## src/rtl/buf_timer_pkg.sv

```systemverilog
package buf_timer_pkg;
   // register addresses
   localparam int unsigned ADR_CTRL     = 0;
   localparam int unsigned ADR_RELOAD   = 1;
   localparam int unsigned ADR_PRESC    = 2;
   localparam int unsigned ADR_COUNT    = 3;
   localparam int unsigned ADR_CMP_BASE = 4;

   // control register bit positions
   localparam int unsigned CB_RUN     = 0;
   localparam int unsigned CB_RLD_BUF = 1;
   localparam int unsigned CB_CH_BUF  = 2;

   typedef enum logic {
      STEP_UP   = 1'b0,
      STEP_DOWN = 1'b1
   } step_dir_e;
endpackage

```

## src/rtl/buf_timer_shadow.sv

```systemverilog
// Holding register plus hidden working copy. ALWAYS_BUF selects a copy that
// only moves on update events; otherwise buf_en chooses per write.
module buf_timer_shadow #(
   parameter int unsigned W          = 16,
   parameter bit          ALWAYS_BUF = 1'b0
) (
   input  logic         clk,
   input  logic         rst_n,
   input  logic         wr_en,
   input  logic [W-1:0] wr_data,
   input  logic         buf_en,
   input  logic         upd_now,
   output logic [W-1:0] pre_q,
   output logic [W-1:0] sh_q,
   output logic [W-1:0] sh_next
);
   if (W < 1) begin : g_bad_w
      $error("buf_timer_shadow: W must be at least 1");
   end

   always_ff @(posedge clk or negedge rst_n) begin
      if (!rst_n)     pre_q <= '0;
      else if (wr_en) pre_q <= wr_data;
   end

   if (ALWAYS_BUF) begin : g_locked
      logic buf_en_unused;
      assign buf_en_unused = buf_en;
      assign sh_next = upd_now ? pre_q : sh_q;
   end else begin : g_select
      always_comb begin
         if (wr_en && !buf_en) sh_next = wr_data;
         else if (upd_now)     sh_next = pre_q;
         else                  sh_next = sh_q;
      end
   end

   always_ff @(posedge clk or negedge rst_n) begin
      if (!rst_n) sh_q <= '0;
      else        sh_q <= sh_next;
   end
endmodule

```

## src/rtl/buf_timer_prescaler.sv

```systemverilog
// Divides enabled clocks by (div_sh + 1); adv marks the clock a step occurs.
module buf_timer_prescaler #(
   parameter int unsigned W = 16
) (
   input  logic         clk,
   input  logic         rst_n,
   input  logic         step_en,
   input  logic         clr,
   input  logic [W-1:0] div_sh,
   output logic         adv
);
   if (W < 1) begin : g_bad_w
      $error("buf_timer_prescaler: W must be at least 1");
   end

   logic [W-1:0] pc_q;

   assign adv = step_en && !clr && (pc_q == div_sh);

   always_ff @(posedge clk or negedge rst_n) begin
      if (!rst_n)       pc_q <= '0;
      else if (clr)     pc_q <= '0;
      else if (step_en) pc_q <= adv ? '0 : pc_q + 1'b1;
   end
endmodule

```

## src/rtl/buf_timer_counter.sv

```systemverilog
// Up/down counter. Up wraps past the current bound; down reloads with the
// bound that is valid after this edge (new working copy on an update).
module buf_timer_counter
   import buf_timer_pkg::*;
#(
   parameter int unsigned W = 16
) (
   input  logic         clk,
   input  logic         rst_n,
   input  logic         adv,
   input  logic         dir_down,
   input  logic         clr,
   input  logic [W-1:0] lim,
   input  logic [W-1:0] lim_next,
   output logic [W-1:0] cnt_q,
   output logic [W-1:0] cnt_next,
   output logic         wrap
);
   if (W < 2) begin : g_bad_w
      $error("buf_timer_counter: W must be at least 2");
   end

   step_dir_e dir;
   assign dir  = step_dir_e'(dir_down);
   assign wrap = adv && ((dir == STEP_DOWN) ? (cnt_q == '0) : (cnt_q == lim));

   always_comb begin
      cnt_next = cnt_q;
      if (clr) begin
         cnt_next = (dir == STEP_DOWN) ? lim_next : '0;
      end else if (adv) begin
         if (dir == STEP_DOWN) cnt_next = wrap ? lim_next : cnt_q - 1'b1;
         else                  cnt_next = wrap ? '0 : cnt_q + 1'b1;
      end
   end

   always_ff @(posedge clk or negedge rst_n) begin
      if (!rst_n) cnt_q <= '0;
      else        cnt_q <= cnt_next;
   end
endmodule

```

## src/rtl/buf_timer.sv

```systemverilog
module buf_timer
   import buf_timer_pkg::*;
#(
   parameter int unsigned DATA_W = 16,
   parameter int unsigned CNT_W  = 16,
   parameter int unsigned PSC_W  = 16,
   parameter int unsigned NUM_CH = 4,
   parameter int unsigned ADDR_W = 3
) (
   input  logic              clk,
   input  logic              rst_n,
   input  logic              reg_we,
   input  logic [ADDR_W-1:0] reg_addr,
   input  logic [DATA_W-1:0] reg_wdata,
   output logic [DATA_W-1:0] reg_rdata,
   input  logic              tick_en,
   input  logic              dir_down,
   output logic              upd_evt,
   output logic [NUM_CH-1:0] cmp_hit
);
   localparam int unsigned CTRL_W    = CB_CH_BUF + NUM_CH;
   localparam int unsigned FORCE_BIT = CTRL_W;
   localparam int unsigned NUM_ADR   = ADR_CMP_BASE + NUM_CH;

   if (CNT_W > DATA_W || PSC_W > DATA_W) begin : g_bad_width
      $error("buf_timer: counter and prescale widths must fit the data bus");
   end
   if (FORCE_BIT >= DATA_W) begin : g_bad_ctrl
      $error("buf_timer: control bits do not fit the data bus");
   end
   if (NUM_ADR > (1 << ADDR_W)) begin : g_bad_addr
      $error("buf_timer: address width too small for channel count");
   end
   if (NUM_CH < 1) begin : g_bad_ch
      $error("buf_timer: at least one compare channel is needed");
   end

   // ---------------- control register and strobes ----------------
   logic [CTRL_W-1:0] ctrl_q;
   logic              run, arb;
   logic [NUM_CH-1:0] chb;
   logic              wr_ctrl, wr_reload, wr_presc, ug_req;

   assign run = ctrl_q[CB_RUN];
   assign arb = ctrl_q[CB_RLD_BUF];
   assign chb = ctrl_q[CB_CH_BUF +: NUM_CH];

   assign wr_ctrl   = reg_we && (reg_addr == ADDR_W'(ADR_CTRL));
   assign wr_reload = reg_we && (reg_addr == ADDR_W'(ADR_RELOAD));
   assign wr_presc  = reg_we && (reg_addr == ADDR_W'(ADR_PRESC));
   assign ug_req    = wr_ctrl && reg_wdata[FORCE_BIT];

   always_ff @(posedge clk or negedge rst_n) begin
      if (!rst_n)       ctrl_q <= '0;
      else if (wr_ctrl) ctrl_q <= reg_wdata[CTRL_W-1:0];
   end

   // ---------------- reload and prescale holding/working pairs ----------------
   logic             upd_now, wrap, adv;
   logic [CNT_W-1:0] arr_pre, arr_sh, arr_sh_next;
   logic [PSC_W-1:0] psc_pre, psc_sh, psc_next_unused;
   logic [CNT_W-1:0] cnt_q, cnt_next;

   assign upd_now = ug_req || wrap;

   buf_timer_shadow #(.W(CNT_W), .ALWAYS_BUF(1'b0)) u_reload (
      .clk     (clk),
      .rst_n   (rst_n),
      .wr_en   (wr_reload),
      .wr_data (reg_wdata[CNT_W-1:0]),
      .buf_en  (arb),
      .upd_now (upd_now),
      .pre_q   (arr_pre),
      .sh_q    (arr_sh),
      .sh_next (arr_sh_next)
   );

   buf_timer_shadow #(.W(PSC_W), .ALWAYS_BUF(1'b1)) u_presc_reg (
      .clk     (clk),
      .rst_n   (rst_n),
      .wr_en   (wr_presc),
      .wr_data (reg_wdata[PSC_W-1:0]),
      .buf_en  (1'b1),
      .upd_now (upd_now),
      .pre_q   (psc_pre),
      .sh_q    (psc_sh),
      .sh_next (psc_next_unused)
   );

   buf_timer_prescaler #(.W(PSC_W)) u_div (
      .clk     (clk),
      .rst_n   (rst_n),
      .step_en (run && tick_en),
      .clr     (ug_req),
      .div_sh  (psc_sh),
      .adv     (adv)
   );

   buf_timer_counter #(.W(CNT_W)) u_cnt (
      .clk      (clk),
      .rst_n    (rst_n),
      .adv      (adv),
      .dir_down (dir_down),
      .clr      (ug_req),
      .lim      (arr_sh),
      .lim_next (arr_sh_next),
      .cnt_q    (cnt_q),
      .cnt_next (cnt_next),
      .wrap     (wrap)
   );

   // ---------------- compare channels ----------------
   logic [CNT_W-1:0]        cmp_pre [NUM_CH];
   logic [CNT_W-1:0]        cmp_sh  [NUM_CH];
   logic [NUM_CH*CNT_W-1:0] cmp_sh_flat;
   logic [NUM_CH-1:0]       hit_q;

   for (genvar g = 0; g < NUM_CH; g++) begin : g_ch
      logic             wr_cmp;
      logic [CNT_W-1:0] pre_v, sh_v, sh_nx;

      assign wr_cmp = reg_we && (reg_addr == ADDR_W'(ADR_CMP_BASE + g));

      buf_timer_shadow #(.W(CNT_W), .ALWAYS_BUF(1'b0)) u_cmp (
         .clk     (clk),
         .rst_n   (rst_n),
         .wr_en   (wr_cmp),
         .wr_data (reg_wdata[CNT_W-1:0]),
         .buf_en  (chb[g]),
         .upd_now (upd_now),
         .pre_q   (pre_v),
         .sh_q    (sh_v),
         .sh_next (sh_nx)
      );

      assign cmp_pre[g] = pre_v;
      assign cmp_sh[g]  = sh_v;
      assign cmp_sh_flat[g*CNT_W +: CNT_W] = sh_v;

      always_ff @(posedge clk or negedge rst_n) begin
         if (!rst_n) hit_q[g] <= 1'b0;
         else        hit_q[g] <= adv && (cnt_next == sh_nx);
      end
   end

   // ---------------- update pulse ----------------
   logic upd_q;
   always_ff @(posedge clk or negedge rst_n) begin
      if (!rst_n) upd_q <= 1'b0;
      else        upd_q <= upd_now;
   end

   assign upd_evt = upd_q;
   assign cmp_hit = hit_q;

   // ---------------- read mux ----------------
   always_comb begin
      reg_rdata = '0;
      if (reg_addr == ADDR_W'(ADR_CTRL))   reg_rdata[CTRL_W-1:0] = ctrl_q;
      if (reg_addr == ADDR_W'(ADR_RELOAD)) reg_rdata[CNT_W-1:0]  = arr_pre;
      if (reg_addr == ADDR_W'(ADR_PRESC))  reg_rdata[PSC_W-1:0]  = psc_pre;
      if (reg_addr == ADDR_W'(ADR_COUNT))  reg_rdata[CNT_W-1:0]  = cnt_q;
      for (int i = 0; i < NUM_CH; i++) begin
         if (reg_addr == ADDR_W'(ADR_CMP_BASE + i)) reg_rdata[CNT_W-1:0] = cmp_pre[i];
      end
   end
endmodule

```

## config.mk

```make
export PLATFORM = sky130hd
export DESIGN_NAME = buf_timer
export DESIGN_NICKNAME = d
export VERILOG_FILES = /design/src/rtl/buf_timer_pkg.sv /design/src/rtl/buf_timer_shadow.sv /design/src/rtl/buf_timer_prescaler.sv /design/src/rtl/buf_timer_counter.sv /design/src/rtl/buf_timer.sv
export SDC_FILE = /design/constraint.sdc
export NUM_CORES = 1
export LEC_CHECK = 0
export BUFFER_PORTS_ARGS = -buffer_cell sky130_fd_sc_hd__buf_4
export CAP_MARGIN = 15
export CORE_MARGIN = 2
export CORE_UTILIZATION = 50
export DETAILED_ROUTE_END_ITERATION = 10
export PLACE_DENSITY_LB_ADDON = 0.1
export SETUP_SLACK_MARGIN = 0.4
export SLEW_MARGIN = 40
export SYNTH_ARGS = -nofsm -noshare
export SYNTH_HDL_FRONTEND = slang
export SYNTH_HIERARCHICAL = 1
export SYNTH_SLANG_ARGS = --single-unit
```

## constraint.sdc

```tcl
create_clock -name clk -period 5.15 [get_ports clk]
set_clock_uncertainty 0.1 [all_clocks]
set_input_delay 0.515 -clock clk [delete_from_list [all_inputs] [get_ports clk]]
set_output_delay 0.515 -clock clk [all_outputs]
set_load 0.02 [all_outputs]
```

==> metrics, run 1 <==
overall overflow remaining after global route=0; synthesized area=around 14000 µm²; fin util=56.4%; setup slack, reg-to-reg=between 0.5 and 0.6 ns; CP arrival=approximately 4.9 ns; Worst path depth=16; Initial Util=51.0%; fin crit period=between 4 and 5 ns; Post-DP Area=between 10000 and 15000 µm²; number of I/O port buffers=44; Site Rows=61; CP endpoint kind=register; Post-layout nets=1266; Clk Latency, worst-skew pair=0.57 ns; largest net degree at the start of global routing=120; Slew Viols, Final=0; Syn-to-layout area delta=10.6%; IO Pins=between 40 and 50; drt wl/cell=roughly 25 µm; vias in the first global route=just over 10000; Worst Setup Path Type=reg -> reg; DRC=0; final setup vio count=0; post-route ant nets=0; post-synthesis area per instance=about 12 µm²; CP max FO=11; Worst-path clk slew=0.06 ns; Die Span Y=173 µm; total negative slack=0 ns; worst reg-to-reg path cell count=16; syn_nets=roughly 1200; GRT Util Overall=between 20% and 30%; H-tree levels=1; dpl hpwl=approximately 29 mm; max incr delay on CP=~0.51 ns; Worst Setup SP=u_cnt/cnt_q[1]; DIE AREA=29900 µm²; Reg-to-Reg Start=u_cnt/cnt_q[1]; Final Instance Area=roughly 16000 µm²; Avg Vias per Cell=6.00; clock buffer depth=3; f_max=between 200 and 250 MHz; vias post-DR=approximately 9800; first-pass detailed-route iteration total=5; global-route wire length before repair=63.3 mm; most frequent CP cell=mux2_2; Power Density=roughly 440 nW/µm²; Worst setup SP type=register; R2R Path End=cmp_hit[2]; Die X=between 150 and 200 µm; Max stage delay cell, worst path=dfrtp_1; Placer Congestion=0.910; final non-filler cell total=between 1500 and 2000; Crit path max-delay family=simple AND/OR/NAND/NOR gates; initial antenna violation count=1; CTS tree=built; max_slew headroom=about 44%; outcome=finished clean; layout cells sized above 1=37.2%; Max-Cap Viols=0; CP endpoint=cmp_hit[2]; core box area=27900 µm²; leakage power=just under 7 nW; # placed instances=roughly 1600; Fin. Hold Viols=0; setup repair after global routing missed its margin=false; CP required=between 5 and 6 ns; Buf/Inv on CP=1; DR iter-0 viols=between 700 and 800; final WL=between 40 and 50 mm; CTS sink cnt=approximately 240; crit share post-route=between 80% and 90%; maximum vdd drop=321 µV; CTS Root Cell=clkbuf_16; YS warnings=6; Hold Path Class=in -> reg; worst slew pin tran=0.835 ns; CTS Buf Count=28; Syn Inst Count=1207; Cell Chain, Critical Path=inv_1 > ha_1 > nor4b_4 > nand4_4 > nand2_2 > o211a_1 > or2_4 > mux2_2 > mux2_2 > mux2i_1 > o22ai_1 > a221o_1 > xor2_1 > nor4_1 > nand4_1 > nor4_2; WHS Path Cells=2
==> sequential cells by signal, indices dropped and copies added (netlist names) <==
register,count
u_reload/pre_q,16
u_presc_reg/sh_q,16
upd_evt,1
cmp_hit,4
u_presc_reg/pre_q,16
u_cnt/cnt_q,16
g_ch.u_cmp/sh_q,64
u_reload/sh_q,16
ctrl_q,6
g_ch.u_cmp/pre_q,64
u_div/pc_q,16
==> worst reg2reg max path, stage by stage (launching register included) <==
cell	delay (ns)
dfrtp_1	0.51
inv_1	0.13
ha_1	0.15
nor4b_4	0.31
nand4_4	0.19
nand2_2	0.22
o211a_1	0.24
or2_4	0.31
mux2_2	0.37
mux2_2	0.28
mux2i_1	0.14
o22ai_1	0.11
a221o_1	0.47
xor2_1	0.22
nor4_1	0.34
nand4_1	0.17
nor4_2	0.26
==> layout make-up <==
type | instances | area (µm²)
tap | 378 | 473
timing repair buffer | 95 | 748
antenna | 1 | 2.50
inverter | 16 | 60.1
fill | 2419 | 12200
clock buffer | 40 | 826
clock inverter | 12 | 113
sequential | 235 | 5880
multi-input combinational | 862 | 7660
==> where the power goes <==
| group | leakage, nW | total [mW] | switching, mW | internal, mW |
|---|---|---|---|---|
| combinational | 3.59 | 2.24 | 1.08 | 1.16 |
| sequential | 2.85 | 2.68 | 0.383 | 2.30 |
| clock | 0.468 | 1.98 | 0.814 | 1.17 |
| total | 6.90 | 6.91 | 2.28 | 4.63 |
==> metrics by stage <==
step	hold WS, ns	total power, mW	worst slack (ns)
after floorplan	0.119	4.26	0.402
after global placement	0.406	4.89	0.539
after detailed placement	0.418	4.92	0.344
after CTS	0.166	6.92	0.442
after global routing	0.185	7.24	0.422
final	0.189	6.91	0.587
==> repair_timing <==
| action | CTS | global route |
|---|---|---|
| setup endpoints to repair | 1 | 2 |
| setup buffers | 0 | 3 |
| hold buffers | 1 | 0 |
| hold endpoints to repair | 71 | 0 |
| pin swaps | 0 | 2 |
| gates resized for setup | 1 | 0 |
| gates cloned | 1 | 0 |
==> worst min-delay path by stage <==
stage                                      start                endpoint
after floorplan                            rst_n              cmp_hit[0]
after global placement    g_ch[0].u_cmp/pre_q[0]  g_ch[0].u_cmp/pre_q[0]
after detailed placement                   rst_n           u_div/pc_q[4]
after CTS                          reg_wdata[12]   u_presc_reg/pre_q[12]
after global routing               reg_wdata[12]   u_presc_reg/pre_q[12]
final                              reg_wdata[12]   u_presc_reg/pre_q[12]
==> metal layers <==
layer / vias up / wire length, µm / GRT usage (%) / part of all wire, %
met3: 57 / 2240 / 3.96 / 5.4
met1: 5033 / 18800 / 38.7 / 46
met2: 315 / 18900 / 43.7 / 46
met4: 0 / 1240 / 7.98 / 3.0
li1: 4436 / - / - / -
met5: - / 0 / 0 / 0
==> cell usage in the layout (no fill, tap or decap), types with 19 or more instances in the layout <==
| cell type | instances |
|---|---|
| nor2_1 | 64 |
| xor2_1 | 53 |
| nor4_1 | 21 |
| mux2i_1 | 21 |
| mux2_4 | 122 |
| dfrtp_1 | 235 |
| mux2_2 | 160 |
| nand4_1 | 19 |
| buf_4 | 90 |
| o22ai_1 | 29 |
| clkbuf_16 | 28 |
| xnor2_1 | 55 |
| nand2_1 | 63 |
| nand3_1 | 21 |
| a21oi_1 | 21 |
| o21ai_0 | 22 |
Power figures use the tool's default switching activity.
==> run 2, diff against run 1 <==
==> constraint.sdc (replaced) <==
create_clock -name clk -period 5.15 [get_ports clk]
set_clock_uncertainty 0.1 [all_clocks]
set_input_delay 1.03 -clock clk [delete_from_list [all_inputs] [get_ports clk]]
set_output_delay 1.03 -clock clk [all_outputs]
set_load 0.02 [all_outputs]
==> run 2 against run 1 <==
  * Clock power barely moved
  * Sequential share of layout area grew 0.12 points
  * Design area down 0.29%
  * Largest power group unchanged
  * Total power barely moved
  * Critical path depth decreased by 2
  * Critical endpoint unchanged
  * Critical path type unchanged
  * Cell count decreased by 0.92%
  * Sequential power about the same
  * Global-route usage decreased by 0.095 points
  * Register-to-register slack better by 0.07 ns
  * Largest cell class unchanged
  * Worst setup slack improved by 0.072 ns
==> metrics, run 2 (synthesis results as in run 1) <==
f_max=223 MHz; Power Density=about 440 nW/µm²; number of I/O port buffers=between 40 and 50; Worst setup SP type=register; setup slack, reg-to-reg=between 0.6 and 0.7 ns; DRC=0; first-pass detailed-route iteration total=5; Slew Viols, Final=0; outcome=finished clean; global-route wire length before repair=62.9 mm; CTS sink cnt=235; Hold Path Class=in -> async; most common cell after layout, fill and taps aside=dfrtp_1; overall overflow remaining after global route=0; leading registers by flop count=g_ch.u_cmp/pre_q: 64 flops, g_ch.u_cmp/sh_q: 64 flops; post-route ant nets=0; CTS tree=built; Worst Setup Path Type=reg -> reg; switching share of power=approximately a third; dpl hpwl=approximately 29 mm; layout cells sized above 1=between 30% and 40%; CP required=5.52 ns; CP endpoint kind=register; NetSw=2.28 mW; Clk Latency, worst-skew pair=about 0.57 ns; max_slew headroom=43.3%; sequential power share=39.2%; IO Pins=between 40 and 50; leakage power=just under 7 nW; antenna cells=0; H-tree levels=1; Die X=173 µm; fin crit period=approximately 4.5 ns; worst slew pin tran=about 0.85 ns; vias in the first global route=9967; Syn-to-layout area delta=10.3%; CTS Buf Count=27; DR iter-0 viols=between 700 and 800; drt wl/cell=around 25 µm; DR WL met3=about 2.3 mm; DIE AREA=about 30000 µm²; part of the power in combinational logic=32.1%; CP max FO=20; Max-Cap Viols=0; Placer Congestion=0.892; CP arrival=4.87 ns; met2 wire len=between 15 and 20 mm; most frequent cells in the layout=dfrtp_1, mux2_2, mux2_4, buf_4; Site Rows=61; maximum vdd drop=~300 µV; Avg Vias per Cell=6.01; final setup vio count=0; GRT Util Overall=about 27%; Post-layout nets=~1300; fin util=about 56%; Fin. Hold Viols=0; largest net degree at the start of global routing=128; CTS Root Cell=clkbuf_16; top layer in use=met4; Worst-path clk slew=around 0.060 ns; total negative slack=0 ns; clock network fraction of total power=between 20% and 30%; crit share post-route=~87%; final WL=40.7 mm; Die Span Y=around 170 µm; Initial Util=51.0%; clock buffer depth=3; setup repair after global routing missed its margin=false; core box area=around 28000 µm²; vias post-DR=9763; Internal Pwr Total=4.63 mW; metal1 wirelength=18.2 mm; initial antenna violation count=0
run 2: area by class of cell:
class                   instances  area, µm²
clock buffers                  38        797
well taps                     378        473
repair buffers                 86        661
clock inverters                10        121
fillers                      2477      12200
multi-input cells             861       7720
flip-flops and latches        235       5880
inverters                      16       60.1
run 2: critical path: stages (launching register included):
cell	delay, ns
dfrtp_1	0.60
xor2_1	0.16
nor4_1	0.49
and4_1	0.36
o211a_1	0.18
or2_4	0.35
mux2_2	0.37
mux2_2	0.29
mux2i_1	0.13
o22ai_1	0.09
a221o_1	0.46
xor2_1	0.22
nor4_1	0.27
nand4_1	0.15
nor4_2	0.15
run 2: final timing paths:
| kind | cells after the start | to | start |
|---|---|---|---|
| worst max-delay path | 14 | cmp_hit[2] | u_cnt/cnt_q[8] |
| worst min-delay path | 1 | u_div/pc_q[13] | rst_n |
| worst max register to register | 14 | cmp_hit[2] | u_cnt/cnt_q[8] |
| worst min register to register | 1 | u_presc_reg/sh_q[14] | u_presc_reg/sh_q[14] |
| max in group asynchronous | 2 | g_ch[0].u_cmp/sh_q[10] | rst_n |
| min in group clk | 1 | u_presc_reg/sh_q[14] | u_presc_reg/sh_q[14] |
run 2: repair_timing:
item / 4_1_cts / 5_1_grt
setup endpoints to repair: 0 / 2
resized for setup: 0 / 2
hold endpoints to repair: 0 / 0
hold buffers: 0 / 0
setup buffers: 0 / 0
run 2: power groups by stage:
stage               sequential (mW)  combinational (mW)  clock, mW
floorplan                      2.53                1.75          0
global placement               2.72                2.17          0
detailed placement             2.73                2.20          0
CTS                            2.70                2.21       2.02
global route                   2.76                2.39       2.09
finish                         2.71                2.22       1.98
run 2: metal layers:
| layer | up-vias | track usage (%) |
|---|---|---|
| met4 | 0 | 8.55 |
| li1 | 4424 | - |
| met2 | 288 | 43.6 |
| met3 | 70 | 4.64 |
| met1 | 4981 | 37.9 |
| met5 | - | 0 |
run 2: through the flow:
stage	instances	hold slack [ns]	worst slack [ns]	instance area, µm²	total power [mW]
global route	1624	0.346	0.411	15700	7.24
detailed placement	1574	0.417	0.347	14800	4.93
finish	1624	0.309	0.659	15700	6.91
global placement	1574	0.413	0.461	14800	4.89
floorplan	1207	0.392	0.150	14400	4.28
CTS	1622	0.317	0.691	15700	6.93
